File: config.mk
export PLATFORM = sky130hd
export DESIGN_NAME = hdb3_ami_encoder
export DESIGN_NICKNAME = d
export VERILOG_FILES = /design/src/rtl/hdb3_enc_pkg.sv /design/src/rtl/hdb3_lookahead.sv /design/src/rtl/hdb3_polarity_track.sv /design/src/rtl/hdb3_rz_shaper.sv /design/src/rtl/hdb3_ami_encoder.sv
export SDC_FILE = /design/constraint.sdc
export NUM_CORES = 1
export LEC_CHECK = 0
export ABC_AREA = 1
export BUFFER_PORTS_ARGS = -buffer_cell sky130_fd_sc_hd__buf_2
export CAP_MARGIN = 20
export CORE_MARGIN = 5
export CORE_UTILIZATION = 25
export CTS_BUF_LIST = sky130_fd_sc_hd__clkbuf_4 sky130_fd_sc_hd__clkbuf_8
export CTS_CLUSTER_SIZE = 25
export DETAILED_ROUTE_END_ITERATION = 10
export PLACE_DENSITY_LB_ADDON = 0.25
export SETUP_SLACK_MARGIN = 0.02
export SLEW_MARGIN = 20
export SYNTH_ARGS = -nofsm -noshare
export SYNTH_HDL_FRONTEND = slang
export SYNTH_SLANG_ARGS = --single-unit
File: constraint.sdc
create_clock -name clk -period 0.8 [get_ports clk]
set_input_delay 0.08 -clock clk [delete_from_list [all_inputs] [get_ports clk]]
set_output_delay 0.08 -clock clk [all_outputs]
set_load 0.02 [all_outputs]
File: src/rtl/hdb3_enc_pkg.sv
package hdb3_enc_pkg;

  // Contents of one look-ahead stage
  typedef enum logic [1:0] {
    SYM_EMPTY = 2'd0,  // no valid bit since reset
    SYM_ZERO  = 2'd1,  // data zero, not yet part of a substitution
    SYM_ONE   = 2'd2,  // data one
    SYM_VIOL  = 2'd3   // zero already replaced by a violation pulse
  } sym_t;

  // What the output stage sends during the current bit period
  typedef enum logic [1:0] {
    EMIT_SPACE = 2'd0,
    EMIT_MARK  = 2'd1,  // alternating mark (data one or B pulse)
    EMIT_VIOL  = 2'd2   // same polarity as the previous pulse
  } emit_t;

endpackage

File: src/rtl/hdb3_lookahead.sv
module hdb3_lookahead
  import hdb3_enc_pkg::*;
#(
  parameter int RUN_LEN = 4
) (
  input  logic  clk,
  input  logic  rst,
  input  logic  nrz_in,
  input  logic  hdb3_en,
  input  logic  parity_odd,
  output emit_t head_emit
);

  localparam int HEAD = RUN_LEN - 1;

  sym_t stage_q [RUN_LEN];
  logic all_zero;
  logic subst;

  // A substitution starts when every held stage is an untouched zero
  always_comb begin
    all_zero = 1'b1;
    for (int i = 0; i < RUN_LEN; i++) begin
      if (stage_q[i] != SYM_ZERO) all_zero = 1'b0;
    end
  end

  assign subst = hdb3_en & all_zero;

  // Head symbol: B pulse only when the mark count is even
  always_comb begin
    case (stage_q[HEAD])
      SYM_ONE:  head_emit = EMIT_MARK;
      SYM_VIOL: head_emit = EMIT_VIOL;
      SYM_ZERO: head_emit = (subst && !parity_odd) ? EMIT_MARK : EMIT_SPACE;
      default:  head_emit = EMIT_SPACE;
    endcase
  end

  // Shift; the youngest zero of a substituted group becomes the V
  always_ff @(posedge clk) begin
    if (rst) begin
      for (int i = 0; i < RUN_LEN; i++) stage_q[i] <= SYM_EMPTY;
    end else begin
      stage_q[0] <= nrz_in ? SYM_ONE : SYM_ZERO;
      for (int i = 1; i < RUN_LEN; i++) begin
        stage_q[i] <= (i == 1 && subst) ? SYM_VIOL : stage_q[i-1];
      end
    end
  end

endmodule

File: src/rtl/hdb3_polarity_track.sv
module hdb3_polarity_track
  import hdb3_enc_pkg::*;
(
  input  logic  clk,
  input  logic  rst,
  input  emit_t head_emit,
  output logic  parity_odd,
  output logic  pos_next,
  output logic  neg_next
);

  logic last_pos;  // 1: previous pulse was positive

  always_comb begin
    pos_next = 1'b0;
    neg_next = 1'b0;
    case (head_emit)
      EMIT_MARK: begin
        pos_next = ~last_pos;
        neg_next = last_pos;
      end
      EMIT_VIOL: begin
        pos_next = last_pos;
        neg_next = ~last_pos;
      end
      default: ;
    endcase
  end

  always_ff @(posedge clk) begin
    if (rst) begin
      last_pos   <= 1'b0;
      parity_odd <= 1'b0;
    end else begin
      case (head_emit)
        EMIT_MARK: begin
          last_pos   <= ~last_pos;
          parity_odd <= ~parity_odd;
        end
        EMIT_VIOL: parity_odd <= 1'b0;
        default: ;
      endcase
    end
  end

endmodule

File: src/rtl/hdb3_rz_shaper.sv
module hdb3_rz_shaper (
  input  logic clk,
  input  logic rst,
  input  logic pos_next,
  input  logic neg_next,
  output logic pos_hold,
  output logic neg_hold,
  output logic pos_rz,
  output logic neg_rz
);

  always_ff @(posedge clk) begin
    if (rst) begin
      pos_hold <= 1'b0;
      neg_hold <= 1'b0;
    end else begin
      pos_hold <= pos_next;
      neg_hold <= neg_next;
    end
  end

  // Return to zero during the low clock phase
  assign pos_rz = pos_hold & clk;
  assign neg_rz = neg_hold & clk;

endmodule

File: src/rtl/hdb3_ami_encoder.sv
module hdb3_ami_encoder #(
  parameter int RUN_LEN = 4
) (
  input  logic clk,
  input  logic rst,
  input  logic nrz_in,
  input  logic hdb3_mode,
  output logic pos_rz,
  output logic neg_rz
);

  import hdb3_enc_pkg::*;

  emit_t head_emit;
  logic  parity_odd;
  logic  pos_next;
  logic  neg_next;
  logic  pos_hold;
  logic  neg_hold;

  hdb3_lookahead #(.RUN_LEN(RUN_LEN)) u_look (
    .clk        (clk),
    .rst        (rst),
    .nrz_in     (nrz_in),
    .hdb3_en    (hdb3_mode),
    .parity_odd (parity_odd),
    .head_emit  (head_emit)
  );

  hdb3_polarity_track u_pol (
    .clk        (clk),
    .rst        (rst),
    .head_emit  (head_emit),
    .parity_odd (parity_odd),
    .pos_next   (pos_next),
    .neg_next   (neg_next)
  );

  hdb3_rz_shaper u_rz (
    .clk      (clk),
    .rst      (rst),
    .pos_next (pos_next),
    .neg_next (neg_next),
    .pos_hold (pos_hold),
    .neg_hold (neg_hold),
    .pos_rz   (pos_rz),
    .neg_rz   (neg_rz)
  );

endmodule

==> run_results.csv <==
group,metric,value,unit
status,status,"finished, violations left",
status,violations,"setup timing",
placement,port_buffers,5,
sta,hold_violations,0,
finish,diodes,0,
drt,viasPerCell,4.24,
grt,grt_max_degree,8,
grt,first_global_vias,434,
logic_synthesis,avgSynthCellArea,7.66,um2
critical_path,end_kind,"flop",
drt,drcViolationCount,0,
sta,maxSlewViolCount,0,
drt,drtIter0Drc,6,
die,row_count,15,
finish,final_cell_mix,"inv_1 (12), nor2_1 (8), nand2_1 (7), clkbuf_4 (7), dfxtp_1 (6)",
grt,grt_pass1_wl,1.58,mm
critical_path,cpMostUsedCell,"nand2_2",
power,p_leak,0.000307,uW
critical_path,crit_type,"reg2reg",
grt,antenna_found_initial,0,
die,ios,6,
sta,tns,-1.27,ns
placement,dp_slack,-0.183,ns
die,die_area,2650,um2
critical_path,critical_path_arrival,1.37,ns
placement,gp_congestion,0.738,
logic_synthesis,ys_top_cells_by_area,"dfxtp_1 (56%), inv_1 (12%), nand2_1 (8.7%), nor2_1 (7.9%), a21oi_1 (3.5%)",
sta,fin_crit,1.05,ns
die,start_util,0.257,
clock_tree,path_clk_slew,0.07,ns
placement,place_inst,80,
sta,finalSetupViolations,9,
die,die_width,51.4,um
drt,detail_route.wl_per_cell,9.18,um
worst_hold_path,whs_path_depth,5,
logic_synthesis,yosysTopAreaCell,"dfxtp_1",
logic_synthesis,synthCells,56,
logic_synthesis,synth-seq-cells,12,
die,die_y,51.4,um
finish,drive_above_1_share,0.427,
sta,fin_ws,-0.249,ns
drt,antenna_left,0,
logic_synthesis,syn_nets,60,
sta,grt_setup_unrepaired,"yes",
grt,grt_use_total,0.0939,
grt,gr-total-overflow,0,
sta,finalCritPeriodShare,1.31,
logic_synthesis,netlist.area_leader.share,0.560,
power,total_power,1470,uW
power,vdd_drop_max,1.23,mV
logic_synthesis,syn_area,429,um2
critical_path,cp.depth,5,
critical_path,critPathBufInv,0,
drt,vias,390,
drt,routed_wl,845,um
critical_path,crit_fanout,2,
critical_path,cp-start-kind,"flop",
worst_hold_path,holdCritPathClass,"in2reg",
logic_synthesis,ys_warn_count,0,
logic_synthesis,ys_seq_area_frac,0.560,
finish,fin_nets,80,
drt,firstDrtPassIters,3,
die,core,1670,um2
finish,final_util,0.390,
job,maxCapViolations,0,
clock_tree,cts_tree,"built",
critical_path,reg2reg_depth,5,
critical_path,cpMaxStageDelayCell,"dfxtp_2",
finish,layout.cells.non_filler,92,
critical_path,cpPeakStageDelay,0.34,ns
sta,tightestPinTransition,0.219,ns
finish,syn2layout_area_growth,51.9,%
critical_path,cp.required,1.12,ns
sta,max_freq,953,MHz
critical_path,crit_chain,"nor3_4, nand4_1, nand2_2, nand2_2, a21oi_2",
finish,mostFrequentLayoutCell,"inv_1",
placement,dpl.hpwl,494,um
logic_synthesis,synth.distinct_cells,13,
clock_tree,clk_latency,0.38,ns
sta,max_slew_margin,0.854,
power,power_density,2260,nW/um2
critical_path,path_delay_family,"simple AND/OR/NAND/NOR gates",
sta,skew,0.00208,ns
state kept, by name (all words and copies together) (netlist names):
| signal | count |
|---|---|
| u_pol.parity_odd | 1 |
| u_rz.pos_hold | 1 |
| u_rz.neg_hold | 1 |
| u_pol.last_pos | 1 |
| u_look.stage_q | 8 |
metal layers:
| layer | vias up | GRT usage | part of all wire |
|---|---|---|---|
| met3 | 5 | 0.0933 | 0.11 |
| met4 | 0 | 0.100 | 0.040 |
| met5 | - | 0 | 0 |
| met2 | 16 | 0.0932 | 0.41 |
| met1 | 163 | 0.0991 | 0.44 |
| li1 | 206 | - | - |
metrics by stage:
step | area (um2) | hold WS, ns
3_3_place_gp | 494 | 0.254
3_5_place_dp | 494 | 0.256
4_1_cts | 619 | 0.123
6_report | 652 | 0.142
2_1_floorplan | 429 | 0.152
5_1_grt | 652 | 0.175
Yosys cell counts:
cell	n
inv_1	14
dfxtp_1	12
nand2_1	10
nor2_1	9
a21oi_1	3
a211oi_1	1
a31oi_1	1
clkbuf_1	1
nand3_1	1
nand4_1	1
nor2_2	1
nor3_2	1
o21ai_0	1
timing repair:
item | 4_1_cts | 5_1_grt
pin swaps | 4 | 6
hold endpoints to repair | 7 | 0
setup endpoints to repair | 9 | 9
hold buffers | 4 | 0
buffers inserted | 0 | 0
resized for setup | 9 | 12
report_power, final:
group,internal [uW],switching [uW],total (uW)
clock,502,278,781
combinational,37.4,32.9,70.3
sequential,613,11.1,624
total,1150,322,1470
logic make-up after synthesis:
group	count (synthesis)	synth area share
flops	12	0.560
simple gates	23	0.230
buf+inv	15	0.131
compound gates	6	0.0787
final cells by class:
type                    count  area [um2]
fillers                   180        1020
flip-flops and latches     12         250
multi-input cells          29         161
clock buffers              10        88.8
repair buffers             10        77.6
inverters                  12        45.0
well taps                  17        21.3
clock inverters             2        7.51
worst min-delay path, delay by kind of cell:
| kind | cells | cell delay [ns] |
|---|---|---|
| AOI/OAI and AO/OA | 1 | 0.09 |
| buffers and inverters | 1 | 0.08 |
| and+or+nand+nor | 3 | 0.24 |
final timing paths:
kind	startpoint	endpoint	slack (ns)
setup / recovery	u_look.stage_q[0][1]	u_rz.pos_hold	-0.25
hold / removal	hdb3_mode	u_look.stage_q[0][3]	0.14
setup reg to reg	u_look.stage_q[0][1]	u_rz.pos_hold	-0.25
hold reg to reg	u_look.stage_q[0][0]	u_look.stage_q[0][2]	0.42
Power figures use the tool's default switching activity.
